**config.mk**
```make
export PLATFORM = sky130hd
export DESIGN_NAME = wdw_top
export DESIGN_NICKNAME = d
export VERILOG_FILES = /design/src/rtl/wdw_pkg.sv /design/src/rtl/wdw_prescaler.sv /design/src/rtl/wdw_counter.sv /design/src/rtl/wdw_ctrl.sv /design/src/rtl/wdw_top.sv
export SDC_FILE = /design/constraint.sdc
export NUM_CORES = 1
export LEC_CHECK = 0
export ABC_AREA = 1
export BUFFER_PORTS_ARGS = -buffer_cell sky130_fd_sc_hd__buf_2
export CAP_MARGIN = 10
export CORE_UTILIZATION = 53
export DETAILED_ROUTE_END_ITERATION = 6
export PLACE_DENSITY_LB_ADDON = 0.3
export REMOVE_ABC_BUFFERS = 1
export SLEW_MARGIN = 5
export SYNTH_ARGS = -nofsm -noshare
export SYNTH_HDL_FRONTEND = slang
export SYNTH_SLANG_ARGS = --single-unit
```
**constraint.sdc**
```tcl
create_clock -name clk -period 2.8 [get_ports clk]
set_input_delay 0.28 -clock clk [delete_from_list [all_inputs] [get_ports clk]]
set_output_delay 0.28 -clock clk [all_outputs]
set_load 0.01 [all_outputs]
```
**src/rtl/wdw_pkg.sv**
```systemverilog
// Shared types for the windowed watchdog.
// Assumes: the configuration byte uses bits 5:0; bits 7:6 of a configuration write are dropped.
package wdw_pkg;

    // Service key that software must write to the clear address
    localparam logic [7:0] CLR_KEY = 8'hAC;

    // Configuration layout; the field positions are decoded by the control logic
    typedef struct packed {
        logic       resume;    // bit 5: 1 = keep count across halt, 0 = restart from zero
        logic       interval;  // bit 4: 1 = interval timer, 0 = watchdog
        logic [1:0] win;       // bits 3:2: closed quarters of the period
        logic [1:0] per;       // bits 1:0: period exponent offset
    } wdw_cfg_t;

endpackage

```
**src/rtl/wdw_prescaler.sv**
```systemverilog
// Divides the system clock down to count-clock ticks.
// Assumes: PRESC_LOG2 >= 1; clr wins over en.
module wdw_prescaler #(
    parameter int PRESC_LOG2 = 4
) (
    input  logic clk,
    input  logic rst_n,
    input  logic clr,
    input  logic en,
    output logic tick
);
    logic [PRESC_LOG2-1:0] div_q;

    // One tick on the last cycle of each divide period
    assign tick = en && (div_q == {PRESC_LOG2{1'b1}});

    // Free-running divider, cleared on restart and frozen when disabled
    always_ff @(posedge clk) begin
        if (!rst_n)     div_q <= '0;
        else if (clr)   div_q <= '0;
        else if (en)    div_q <= div_q + 1'b1;
    end
endmodule

```
**src/rtl/wdw_counter.sv**
```systemverilog
// Counts ticks up to the selected period and reports the closed-window state.
// Assumes: BASE_EXP >= 2 so a quarter period is a whole number of ticks.
module wdw_counter #(
    parameter int BASE_EXP = 15
) (
    input  logic       clk,
    input  logic       rst_n,
    input  logic       clr,
    input  logic       tick,
    input  logic [1:0] per,
    input  logic [1:0] win,
    output logic       expire,
    output logic       closed
);
    localparam int CW = BASE_EXP + 3;

    logic [CW-1:0] cnt_q;
    logic [CW-1:0] last;
    logic [CW-1:0] quarter;
    logic [CW-1:0] lim;
    logic [1:0]    per_eff;

    // Decode period end and window limit from the fields
    always_comb begin
        per_eff = (per == 2'd3) ? 2'd2 : per;
        last    = (CW'(1) << (BASE_EXP + int'(per_eff))) - CW'(1);
        quarter = CW'(1) << (BASE_EXP - 2 + int'(per_eff));
        case (win)
            2'd0:    lim = '0;
            2'd1:    lim = quarter;
            2'd2:    lim = quarter << 1;
            default: lim = quarter + (quarter << 1);
        endcase
    end

    assign expire = tick && (cnt_q == last);
    assign closed = (cnt_q < lim);

    // Tick counter that wraps to zero at the period end
    always_ff @(posedge clk) begin
        if (!rst_n)       cnt_q <= '0;
        else if (clr)     cnt_q <= '0;
        else if (tick)    cnt_q <= expire ? '0 : cnt_q + 1'b1;
    end
endmodule

```
**src/rtl/wdw_ctrl.sv**
```systemverilog
// Holds configuration, lock and stop state; detects faults and drives the outputs.
// Assumes: expire and closed come from the counter in the same cycle.
module wdw_ctrl
    import wdw_pkg::*;
(
    input  logic       clk,
    input  logic       rst_n,
    input  logic       wr_en,
    input  logic       wr_sel,
    input  logic [7:0] wr_data,
    input  logic       halt_in,
    input  logic       kill_req,
    input  logic       osc_stop_en,
    input  logic       cause_rd,
    input  logic       expire,
    input  logic       closed,
    output wdw_cfg_t   cfg_q,
    output logic       locked_q,
    output logic       dead_q,
    output logic       cnt_clr,
    output logic       cnt_en,
    output logic       irq,
    output logic       rst_req,
    output logic [2:0] cause,
    output logic       cfg_err
);
    logic run_q;
    logic active, wd_mode, cfg_we, clr_we, cfg_ok;
    logic key_bad, win_bad, good_clr, ovf, ival, fault;

    // Decode writes and classify faults for this cycle
    always_comb begin
        active   = run_q && !dead_q;
        wd_mode  = active && !cfg_q.interval;
        cfg_we   = wr_en && !wr_sel;
        clr_we   = wr_en && wr_sel;
        cfg_ok   = cfg_we && !locked_q;
        key_bad  = clr_we && wd_mode && (wr_data != CLR_KEY);
        win_bad  = clr_we && wd_mode && (wr_data == CLR_KEY) && closed;
        good_clr = clr_we && wd_mode && (wr_data == CLR_KEY) && !closed;
        ovf      = expire && wd_mode;
        ival     = expire && active && cfg_q.interval;
        fault    = key_bad || win_bad || ovf;
        cnt_en   = active && !halt_in;
        cnt_clr  = !active || cfg_ok || good_clr || fault
                 || (halt_in && !cfg_q.resume);
    end

    // Configuration register, run state and one-time lock
    always_ff @(posedge clk) begin
        if (!rst_n) begin
            cfg_q    <= '0;
            run_q    <= 1'b0;
            locked_q <= 1'b0;
        end else if (cfg_ok) begin
            cfg_q    <= wdw_cfg_t'(wr_data[5:0]);
            run_q    <= 1'b1;
            locked_q <= !wr_data[4];
        end
    end

    // Permanent stop after an enabled oscillator-stop request
    always_ff @(posedge clk) begin
        if (!rst_n)                         dead_q <= 1'b0;
        else if (kill_req && osc_stop_en)   dead_q <= 1'b1;
    end

    // Sticky flag for writes to a locked configuration
    always_ff @(posedge clk) begin
        if (!rst_n)                     cfg_err <= 1'b0;
        else if (cfg_we && locked_q)    cfg_err <= 1'b1;
    end

    // Registered pulses and the read-to-clear cause register
    always_ff @(posedge clk) begin
        if (!rst_n) begin
            rst_req <= 1'b0;
            irq     <= 1'b0;
            cause   <= '0;
        end else begin
            rst_req <= fault;
            irq     <= ival;
            cause   <= (cause_rd ? 3'b000 : cause) | {key_bad, win_bad, ovf};
        end
    end
endmodule

```
**src/rtl/wdw_top.sv**
```systemverilog
// Windowed watchdog with interval mode, configuration lock and halt handling.
// Assumes: rst_n is synchronous and driven by the reset sequencer that consumes rst_req.
module wdw_top
    import wdw_pkg::*;
#(
    parameter int BASE_EXP   = 15,
    parameter int PRESC_LOG2 = 4
) (
    input  logic       clk,
    input  logic       rst_n,
    input  logic       wr_en,
    input  logic       wr_sel,
    input  logic [7:0] wr_data,
    input  logic       halt_in,
    input  logic       kill_req,
    input  logic       osc_stop_en,
    input  logic       cause_rd,
    output logic       irq,
    output logic       rst_req,
    output logic [2:0] cause,
    output logic       cfg_err
);
    wdw_cfg_t cfg_q;
    logic     locked_q, dead_q;
    logic     cnt_clr, cnt_en, tick, expire, closed;

    wdw_prescaler #(.PRESC_LOG2(PRESC_LOG2)) u_presc (
        .clk(clk), .rst_n(rst_n), .clr(cnt_clr), .en(cnt_en), .tick(tick)
    );

    wdw_counter #(.BASE_EXP(BASE_EXP)) u_cnt (
        .clk(clk), .rst_n(rst_n), .clr(cnt_clr), .tick(tick),
        .per(cfg_q.per), .win(cfg_q.win), .expire(expire), .closed(closed)
    );

    wdw_ctrl u_ctrl (
        .clk(clk), .rst_n(rst_n), .wr_en(wr_en), .wr_sel(wr_sel), .wr_data(wr_data),
        .halt_in(halt_in), .kill_req(kill_req), .osc_stop_en(osc_stop_en),
        .cause_rd(cause_rd), .expire(expire), .closed(closed),
        .cfg_q(cfg_q), .locked_q(locked_q), .dead_q(dead_q),
        .cnt_clr(cnt_clr), .cnt_en(cnt_en), .irq(irq), .rst_req(rst_req),
        .cause(cause), .cfg_err(cfg_err)
    );
endmodule

```
[After elaboration in Yosys (flattened, before gate mapping)]
Cells that the tools add are included.
Cells by class
  add/sub/neg operators: 6
  $lt $le $gt $ge: 1
  eq/ne operators: 7
  shifts and indexed selects: 2
  multiplexer cells: 4
  bitwise gates (word level): 2
  reduce and logical (&&, ||, !) cells: 36
Operator list (count)
  $shl A1 B32 Y18 const A: 2
  $pmux W18 S3: 1
  $logic_and A1 B1 Y1: 19
  $add A18 B1 Y18 const B: 1
  $add A18 B18 Y18: 1
  $eq A18 B18 Y1: 1
  $lt A18 B18 Y1: 1
  $mux W18: 1
  $sub A18 B2 Y18 const B: 1
  $add A4 B2 Y5 const A: 2
  $logic_not A1 Y1: 9
  $eq A8 B8 Y1 const B: 1
  $ne A8 B8 Y1 const B: 1
  $logic_or A1 B1 Y1: 6
  $add A4 B1 Y4 const B: 1
  $eq A2 B2 Y1 const B: 2
  $eq A4 B4 Y1 const B: 1
  $mux W3: 1
  $or A3 B3 Y3: 1
  $eq A2 B1 Y1 const B: 1
  $logic_not A2 Y1: 1
  $mux W2: 1
  $reduce_or A2 Y1: 1
  $not A1 Y1: 1
Word-level totals
  flip-flop bits (word level): 37
  input bits: 16
  word-level logic and storage cells: 71

[Depth between registers and ports, before layout]
Gate-level depths: netlist of run 1.
  depth after elaboration: 13
  mapped depth: 22
  mapped depth without buffers: 21

[Hierarchy]
A second synthesis of run 1 with hierarchy kept.
Second synthesis, totals
  cells, all modules: 377
  area total of the unflattened synthesis: 2546.2 sq um
By module, submodules not included
  wdw_counter: times used 1, cells each 254, area each 1671.6 sq um, seq. area each 360.3 sq um
  wdw_ctrl: times used 1, cells each 98, area each 694.4 sq um, seq. area each 300.3 sq um
  wdw_prescaler: times used 1, cells each 25, area each 180.2 sq um, seq. area each 80.1 sq um

[Worst setup path after synthesis of run 1]
OpenSTA, ideal clock, no wires.
  kind: flip-flop to flip-flop
  start point: reg u_ctrl.cfg_q[1] (netlist name)
  end point: reg u_cnt.cnt_q[5]
  library setup time: 0.062 ns
  arrival time: 1.795 ns
  required time: 2.738 ns
  slack: 0.943 ns
  cell stages (with the launch flop): 17
  buffers on the path: 1
  clock period less this slack: 1.857 ns
  cells stage by stage: dfxtp_1 > inv_2 > nand2_1 > o22ai_1 > inv_1 > ha_1 > nand2_1 > nor2_1 > nand2_1 > nor2_1 > nor2_1 > nand2_1 > nor2_2 > nor2_2 > nand2_4 > buf_6 > nor2_2
Between the ends
  word-level cells in the longest chain between the ends: 13
  elaborated cells between the ends (all ways): 23
  those cells by class: add/sub: 4; order compare: 1; eq/ne: 2; shift: 2; mux: 3; reduce/logical: 11
Ends and longest elaborated chain
  $eq A2 B2 Y1: line wdw_counter.sv:25  | per_eff = (per == 2'd3) ? 2'd2 : per;
  $mux W2 *: line wdw_counter.sv:25
  $add A4 B2 Y5: line wdw_counter.sv:27  | quarter = CW'(1) << (BASE_EXP - 2 + int'(per_eff));
  $shl A1 B32 Y18: line wdw_counter.sv:27
  $add A18 B18 Y18: line wdw_counter.sv:32  | default: lim = quarter + (quarter << 1);
  $pmux W18 S3: line wdw_counter.sv:28  | case (win)
  $lt A18 B18 Y1: line wdw_counter.sv:37  | assign closed = (cnt_q < lim);
  $logic_not A1 Y1 / $logic_and A1 B1 Y1 (equally long branches): line wdw_ctrl.sv:40, wdw_ctrl.sv:39
  $logic_and A1 B1 Y1 / $logic_or A1 B1 Y1 (equally long branches): line wdw_ctrl.sv:40, wdw_ctrl.sv:43
  $logic_or A1 B1 Y1, on equally long branches: line wdw_ctrl.sv:45, wdw_ctrl.sv:43
  $logic_or A1 B1 Y1: line wdw_ctrl.sv:45  | cnt_clr = !active || cfg_ok || good_clr || fault
  $logic_or A1 B1 Y1: line wdw_ctrl.sv:46  | || (halt_in && !cfg_q.resume);
  $reduce_or A2 Y1 (no source line)
  end signal, assigned: line wdw_counter.sv:43  | else if (tick) cnt_q <= expire ? '0 : cnt_q + 1'b1;
  end, declared: line wdw_counter.sv:17  | logic [CW-1:0] cnt_q;
Every way passes the cells marked *; elsewhere a longest branch is shown, timed or not.
A chain may end at the register's enable or synchronous reset.

[Worst setup path in the final report of run 1]
  start point: reg u_ctrl.cfg_q[1] (netlist name)
  end point: reg u_cnt.cnt_q[4]
Between the ends
  word-level cells in the longest chain between the ends: 13
  elaborated cells between the ends (all ways): 23
  those cells by class: add/sub: 4; order compare: 1; eq/ne: 2; shift: 2; mux: 3; reduce/logical: 11
Ends and longest elaborated chain (line)
  $eq A2 B2 Y1: wdw_counter.sv:25
  $mux W2 *: wdw_counter.sv:25
  $add A4 B2 Y5: wdw_counter.sv:27
  $shl A1 B32 Y18: wdw_counter.sv:27
  $add A18 B18 Y18: wdw_counter.sv:32
  $pmux W18 S3: wdw_counter.sv:28
  $lt A18 B18 Y1: wdw_counter.sv:37
  $logic_not A1 Y1 / $logic_and A1 B1 Y1 (equally long branches): wdw_ctrl.sv:40, wdw_ctrl.sv:39
  $logic_and A1 B1 Y1 / $logic_or A1 B1 Y1 (equally long branches): wdw_ctrl.sv:40, wdw_ctrl.sv:43
  $logic_or A1 B1 Y1, on equally long branches: wdw_ctrl.sv:45, wdw_ctrl.sv:43
  $logic_or A1 B1 Y1: wdw_ctrl.sv:45
  $logic_or A1 B1 Y1: wdw_ctrl.sv:46
  $reduce_or A2 Y1 (no source line)
Marks and branches as above.

==> reports/results.ini, run 1 <==
[cells_and_area]
fill_cells=439
drive_gt1_frac=0.186
antennaDiodeCount=0
syn2layout_area_growth_pct=12.7
nNetsFinal=455

[grt]
grt_max_degree=23
overflow=0
grt_pass1_wl_um=9160
antenna_found_initial=0
grt_usage=0.224
grt_pass1_vias=2172

[power]
p_sw_frac=0.258
power_uw=1140
p_comb_frac=0.100
internal-power_uw=844
vdd_drop_max_uv=234
p_clk_frac=0.423
p_leak_uw=0.00133
p_sw_uw=294
power_frac_seq=0.477
powerDensity_nw_per_um2=388

[floorplanning]
design.core.area_um2=4720
die-area_um2=5190
die_w_um=72.1
die_y_um=72.1
ios=22
start_util=0.551
core.rowCount=25

[route]
dr.pass1.iters=4
ant_nets=0
wl_um=5250
post_drt_wl_per_cell_um=10.9
vias_per_cell=4.95
dr_total_vias=2381
first_iter_violations=147
drc=0

[placement]
gp_congestion=0.847
hpwl_um=4140
pre_cts_slack_ps=504
io_buffers=21

[worst_setup_path]
crit_cells=15
r2r_cells=15
critPathMostFrequentCell=nand2_1
path_delay_family=simple AND/OR/NAND/NOR gates
crit_required_ps=3040
crit_buf_inv=2
max_stage_delay_ps=340
crit_slowest_cell=dfxtp_1
path_max_fanout=22
path_cells=inv_2, nand2_1, o22ai_1, inv_1, ha_1, nand2_1, nor2_1, nand2_1, nor2_1, nor2_1, nand2_1, nor2_2, nor2_2, nand2_4, nor2_2
ff2ff_setup_slack_ps=470
end_kind=flop
r2r_end=u_cnt.cnt_q[4]
crit_type=reg2reg
critical_path.startpoint_type=flop
cp.arrival_ps=2570
r2r-start=u_ctrl.cfg_q[1]

[flow_run]
max_cap_violations=0

[clock_network]
cts_root_buf=clkbuf_8
postCtsSetupBuffers=0
path_clk_slew_ps=80
tritoncts=yes
cts_hold_buf=0
clock_sinks=37
clk_latency_ps=300
cts-buffers-inserted=5
clockBufferDepth=2
ctsResizeCount=0
h-tree-depth=2

[sta]
period_share=0.832
final_hold_viol_count=0
fin_crit_ps=2330
max_freq_mhz=429
finClkSkew_ps=8.94
final.setup.tns_ps=0
finalSetupViolations=0
slew_viol_final=0
finalWorstSetupSlack_ps=470
rsz0062_at_grt=no

[yosys]
synth_cells=373
synth_warnings=0
synth_async_sr_flop_share=0
synthTopCellsByArea=dfxtp_1 (28%), ha_1 (13%), nand2_1 (12%), inv_1 (6.5%), nor2_2 (6.5%)
synth.avg_cell_area_um2=6.98
synth-main-ff-cell=dfxtp_1
synthDistinctLibCells=40
yosysSeqAreaShare=0.285
synth_top_area_frac=0.285
synth_edf_count=0
synth-seq-cells=37
synth_top_area_cell=dfxtp_1
syn-cell-area_um2=2600

[worst_hold_path]
hold_depth=3
hold_path_class=in2reg
min_from=osc_stop_en
min_to=u_ctrl.dead_q

[status]
outcome=complete, no violations

cells by family after synthesis:
family | share of synthesized area
compound gates | 0.104
xor+xnor | 0.0101
fa+ha+maj | 0.125
buf+inv | 0.0851
flops | 0.285
mux | 0.00433
other cells | 0.00289
simple gates | 0.384
placed cells by master (no fill, tap or decap), types with 2 or more instances in the layout:
cell type	n
o211ai_1	2
nand2_2	3
conb_1	17
a21o_1	2
o21ai_0	14
inv_1	45
nor3_1	4
inv_2	3
nand2_1	85
nand3_1	31
nand2_4	3
a21oi_1	22
or2_2	2
nand4_1	3
clkbuf_8	5
o21bai_1	3
ha_1	26
xnor2_1	2
nor2_1	35
o22ai_1	2
buf_2	21
dfxtp_1	37
nor2_2	27
nor2_4	2
power by group through the flow:
stage / Sequential [µW] / Clock (µW) / Combinational [µW]
final: 542 / 481 / 114
after global routing: 544 / 505 / 133
after CTS: 542 / 485 / 109
after detailed placement: 555 / 0 / 109
after global placement: 555 / 0 / 107
after floorplan: 554 / 0 / 81.0
registers in the layout (all words and copies together) (netlist names):
signal,cells
u_cnt.cnt_q,18
u_ctrl.cause,3
u_ctrl.cfg_err,1
u_ctrl.cfg_q,6
u_ctrl.dead_q,1
u_ctrl.irq,1
u_ctrl.locked_q,1
u_ctrl.rst_req,1
u_ctrl.run_q,1
u_presc.div_q,4
worst max-delay path by stage:
stage                     slack, ps             from               to
final                           470  u_ctrl.cfg_q[1]   u_cnt.cnt_q[4]
after global routing            310  u_ctrl.cfg_q[1]  u_cnt.cnt_q[11]
after CTS                       480  u_ctrl.cfg_q[1]   u_cnt.cnt_q[4]
after detailed placement        500  u_ctrl.cfg_q[1]   u_cnt.cnt_q[4]
after global placement          640  u_ctrl.cfg_q[1]  u_cnt.cnt_q[11]
after floorplan                 920  u_ctrl.cfg_q[1]  u_cnt.cnt_q[11]
final cells by class:
type / instances / area, µm² / share of cell area
clock buffers: 5 / 68.8 / 0.0235
clock inverters: 3 / 46.3 / 0.0158
inverters: 49 / 191 / 0.0653
multi-input cells: 299 / 1700 / 0.578
flip-flops and latches: 37 / 741 / 0.253
well taps: 67 / 83.8 / 0.0286
repair buffers: 21 / 105 / 0.0358
metrics by stage:
| step | utilization | cells | hold slack (ps) | instance area (µm²) |
|---|---|---|---|---|
| finish | 0.621 | 481 | 206 | 2930 |
| global route | 0.621 | 481 | 222 | 2930 |
| CTS | 0.621 | 481 | 203 | 2930 |
| detailed placement | 0.597 | 473 | 453 | 2820 |
| global placement | 0.597 | 473 | 439 | 2820 |
| floorplan | - | 385 | 407 | 2630 |
per-layer routing:
metal  share of wire  routed length (µm)  GRT usage
met1            0.48                2510      0.281
met2            0.47                2460      0.380
met3           0.038                 199     0.0472
met4           0.016                  82     0.0806
met5               0                   0          0
cells in the mapped netlist (3+ instances only):
master / n
dfxtp_1: 37
nand2_1: 85
nor2_1: 35
nand4_1: 3
o21ai_0: 14
a21oi_1: 22
nand3_1: 31
nor3_1: 4
inv_2: 3
ha_1: 26
nor2_2: 27
nand2_2: 3
nand2_4: 3
o21bai_1: 3
inv_1: 45
tightest hold or removal path: stages:
cell     delay [ps]
buf_2            90
nand2_1          40
a21oi_1          50
(Power assumes the default switching activity.)
==> run 2, diff against run 1 <==
--- a/config.mk
+++ b/config.mk
@@ -5,7 +5,7 @@
 export SDC_FILE = /design/constraint.sdc
 export NUM_CORES = 1
 export LEC_CHECK = 0
-export ABC_AREA = 1
+export ABC_AREA = 0
 export BUFFER_PORTS_ARGS = -buffer_cell sky130_fd_sc_hd__buf_2
 export CAP_MARGIN = 10
 export CORE_UTILIZATION = 53
==> constraint.sdc (replaced) <==
create_clock -name clk -period 2.3 [get_ports clk]
set_input_delay 0.23 -clock clk [delete_from_list [all_inputs] [get_ports clk]]
set_output_delay 0.23 -clock clk [all_outputs]
set_load 0.01 [all_outputs]
==> run 2 against run 1 <==
  * Register-to-register slack got worse by 210 ps
  * Sequential share of layout area rose by 2.0 points
  * Via count fell by 18%
  * Routed wire length fell by 12%
  * Maximum frequency rose by 14%
  * Final area fell by 7.3%
  * Area after synthesis fell by 8.4%
==> reports/results.ini, run 2 <==
[clock_network]
cts-buffers-inserted=5  ; unchanged
path_clk_slew_ps=70  ; was 80 ps
ctsResizeCount=0  ; unchanged
cts_root_buf=clkbuf_8  ; unchanged
clockBufferDepth=2  ; unchanged
clock_sinks=37  ; unchanged
cts_hold_buf=0  ; unchanged
h-tree-depth=2  ; unchanged
clk_latency_ps=300  ; about the same
postCtsSetupBuffers=0  ; unchanged
tritoncts=yes  ; unchanged

[yosys]
synth_cells=266  ; was 373
synth_edf_count=0  ; unchanged
synthTopCellsByArea=dfxtp_1 (31%), ha_1 (14%), xor2_1 (5.5%), nor2_1 (4.2%), nand2_1 (3.8%)  ; was dfxtp_1 (28%), ha_1 (13%), nand2_1 (12%), inv_1 (6.5%), nor2_2 (6.5%)
synth_top_area_frac=0.311  ; was 0.285
yosys-top-cells-count=dfxtp_1 (37), nor2_1 (27), ha_1 (26), nand2_1 (24), xor2_1 (15)  ; was nand2_1 (85), inv_1 (45), dfxtp_1 (37), nor2_1 (35), nand3_1 (31)
syn-cell-area_um2=2380  ; was 2600 µm²
synth_warnings=0  ; unchanged
synthDistinctLibCells=51  ; was 40
synth_async_sr_flop_share=0  ; unchanged
synth-main-ff-cell=dfxtp_1  ; unchanged
yosysSeqAreaShare=0.311  ; was 0.285
synth_most_common_cell=dfxtp_1  ; was nand2_1
synth_top_area_cell=dfxtp_1  ; unchanged
synth-seq-cells=37  ; unchanged
synth.avg_cell_area_um2=8.97  ; was 6.98 µm²

[route]
dr.pass1.iters=4  ; unchanged
drc=0  ; unchanged
dr_total_vias=1953  ; was 2381
vias_per_cell=5.44  ; was 4.95
ant_nets=0  ; unchanged
first_iter_violations=80  ; was 147
wl_um=4650  ; was 5250 µm
post_drt_wl_per_cell_um=12.9  ; was 10.9 µm

[worst_setup_path]
crit_type=reg2reg  ; unchanged
end_kind=flop  ; unchanged
worstSetupStartpoint=u_ctrl.cfg_q[0]  ; was u_ctrl.cfg_q[1]
path_delay_family=compound AO/OA/AOI/OAI gates  ; was simple AND/OR/NAND/NOR gates
crit_slowest_cell=dfxtp_1  ; unchanged
critical_path.startpoint_type=flop  ; unchanged
max_stage_delay_ps=420  ; was 340 ps
path_cells=mux2i_1, or2_2, ha_1, a21o_1, a21o_1, a2111oi_0, o21ai_0, o21ai_1  ; was inv_2, nand2_1, o22ai_1, inv_1, ha_1, nand2_1, nor2_1, nand2_1, nor2_1, nor2_1, nand2_1, nor2_2, nor2_2, nand2_4, nor2_2
crit_required_ps=2540  ; was 3040 ps
critPathMostFrequentCell=a21o_1  ; was nand2_1
cp.arrival_ps=2280  ; was 2570 ps
r2r-start=u_ctrl.cfg_q[0]  ; was u_ctrl.cfg_q[1]
crit_buf_inv=0  ; was 2
path_max_fanout=6  ; was 22

[cells_and_area]
syn2layout_area_growth_pct=14.0  ; was 12.7%
antennaDiodeCount=0  ; unchanged
largest-register=u_cnt.cnt_q  ; unchanged
final_common_cell=dfxtp_1  ; was nand2_1
final_cell_mix=dfxtp_1 (37), nor2_1 (27), ha_1 (26)  ; was nand2_1 (85), inv_1 (45), dfxtp_1 (37)
drive_gt1_frac=0.143  ; was 0.186
nNetsFinal=348  ; was 455
largest_register_ffs=18  ; unchanged
largestRegisters=u_cnt.cnt_q: 18 flops, u_ctrl.cfg_q: 6 flops, u_presc.div_q: 4 flops  ; unchanged

[floorplanning]
design.core.area_um2=4350  ; was 4720 µm²
die_w_um=69.1  ; was 72.1 µm
ios=22  ; unchanged
core.rowCount=24  ; was 25
die_y_um=69.1  ; was 72.1 µm
die-area_um2=4770  ; was 5190 µm²
start_util=0.548  ; was 0.551

[sta]
final.setup.tns_ps=0  ; unchanged
final_hold_viol_count=0  ; unchanged
max_freq_mhz=490  ; was 429 MHz
slew_viol_final=0  ; unchanged
finalSetupViolations=0  ; unchanged
finClkSkew_ps=2.83  ; was 8.94 ps
fin_crit_ps=2040  ; was 2330 ps
period_share=0.887  ; was 0.832
rsz0062_at_grt=no  ; unchanged

[status]
outcome=complete, no violations  ; unchanged

[grt]
grt_usage=0.210  ; was 0.224
grt_max_degree=17  ; was 23
grt_pass1_wl_um=8040  ; was 9160 µm
antenna_found_initial=0  ; unchanged
overflow=0  ; unchanged
grt_pass1_vias=1784  ; was 2172

[placement]
io_buffers=21  ; unchanged
gp_congestion=0.822  ; was 0.847
hpwl_um=3560  ; was 4140 µm

[worst_hold_path]
hold_path_class=in2reg  ; unchanged
min_from=osc_stop_en  ; unchanged

[power]
powerDensity_nw_per_um2=509  ; was 388 nW/µm²
power_uw=1380  ; was 1140 µW
vdd_drop_max_uv=415  ; was 234 µV
p_leak_uw=0.00123  ; was 0.00133 µW

[flow_run]
max_cap_violations=0  ; unchanged

run 2: cell types whose count changed after synthesis, sizes merged, moves of 5 or more:
cell / before / now
nor2b: 0 / 11
mux2i: 0 / 8
xor2: 1 / 15
nand2: 92 / 24
nor2: 65 / 27
a21oi: 22 / 15
inv: 49 / 6
nand3: 32 / 9
and4: 0 / 5
run 2: worst min-delay path, stage by stage:
cell and delay [ps]:
buf_2 70, a21oi_1 50, nor2b_1 90
run 2: final cells by class:
class	count	area (µm²)
Inverter	6	22.5
Multi-Input combinational cell	232	1650
Clock inverter	1	30.0
Clock buffer	7	86.3
Sequential cell	37	741
Fill cell	377	1640
Tap cell	52	65.1
Timing Repair Buffer	24	128
run 2: path summary, 6_finish.rpt:
kind / to / slack, ps / cells past startpoint
worst max-delay path: u_ctrl.rst_req / 260 / 8
worst min-delay path: u_ctrl.dead_q / 180 / 3
worst max register to register: u_ctrl.rst_req / 260 / 8
worst min register to register: u_ctrl.cfg_err / 460 / 1
run 2: cells by family after synthesis:
kind of cell,synth area share
other,0.00315
adder cells (fa/ha/maj),0.136
AND/OR/NAND/NOR,0.307
buffers and inverters,0.0226
XOR/XNOR,0.0771
flip-flops,0.311
AO/OA/AOI/OAI,0.109
multiplexers,0.0336
run 2: through the flow:
| step | setup slack, ps | instances | area (µm²) | hold WS (ps) | utilization |
|---|---|---|---|---|---|
| 2_1_floorplan | 451 | 275 | 2410 | 347 | - |
| 6_report | 259 | 359 | 2720 | 181 | 0.624 |
| 5_1_grt | 153 | 359 | 2720 | 200 | 0.624 |
| 4_1_cts | 276 | 359 | 2720 | 172 | 0.624 |
| 3_5_place_dp | 310 | 351 | 2600 | 451 | 0.598 |
| 3_3_place_gp | 381 | 351 | 2600 | 445 | 0.598 |
run 2: report_power, final:
group	total [µW]	internal (µW)	switching [µW]
sequential	661	650	11.2
combinational	130	64.5	65.7
clock	592	353	238
total	1380	1070	315
run 2: metal layers:
layer,up-vias,routed length (µm),track usage
met5,-,0,0
met3,8,137,0.0453
met1,906,2230,0.272
met2,24,2200,0.331
li1,1015,-,-
met4,0,86,0.0975
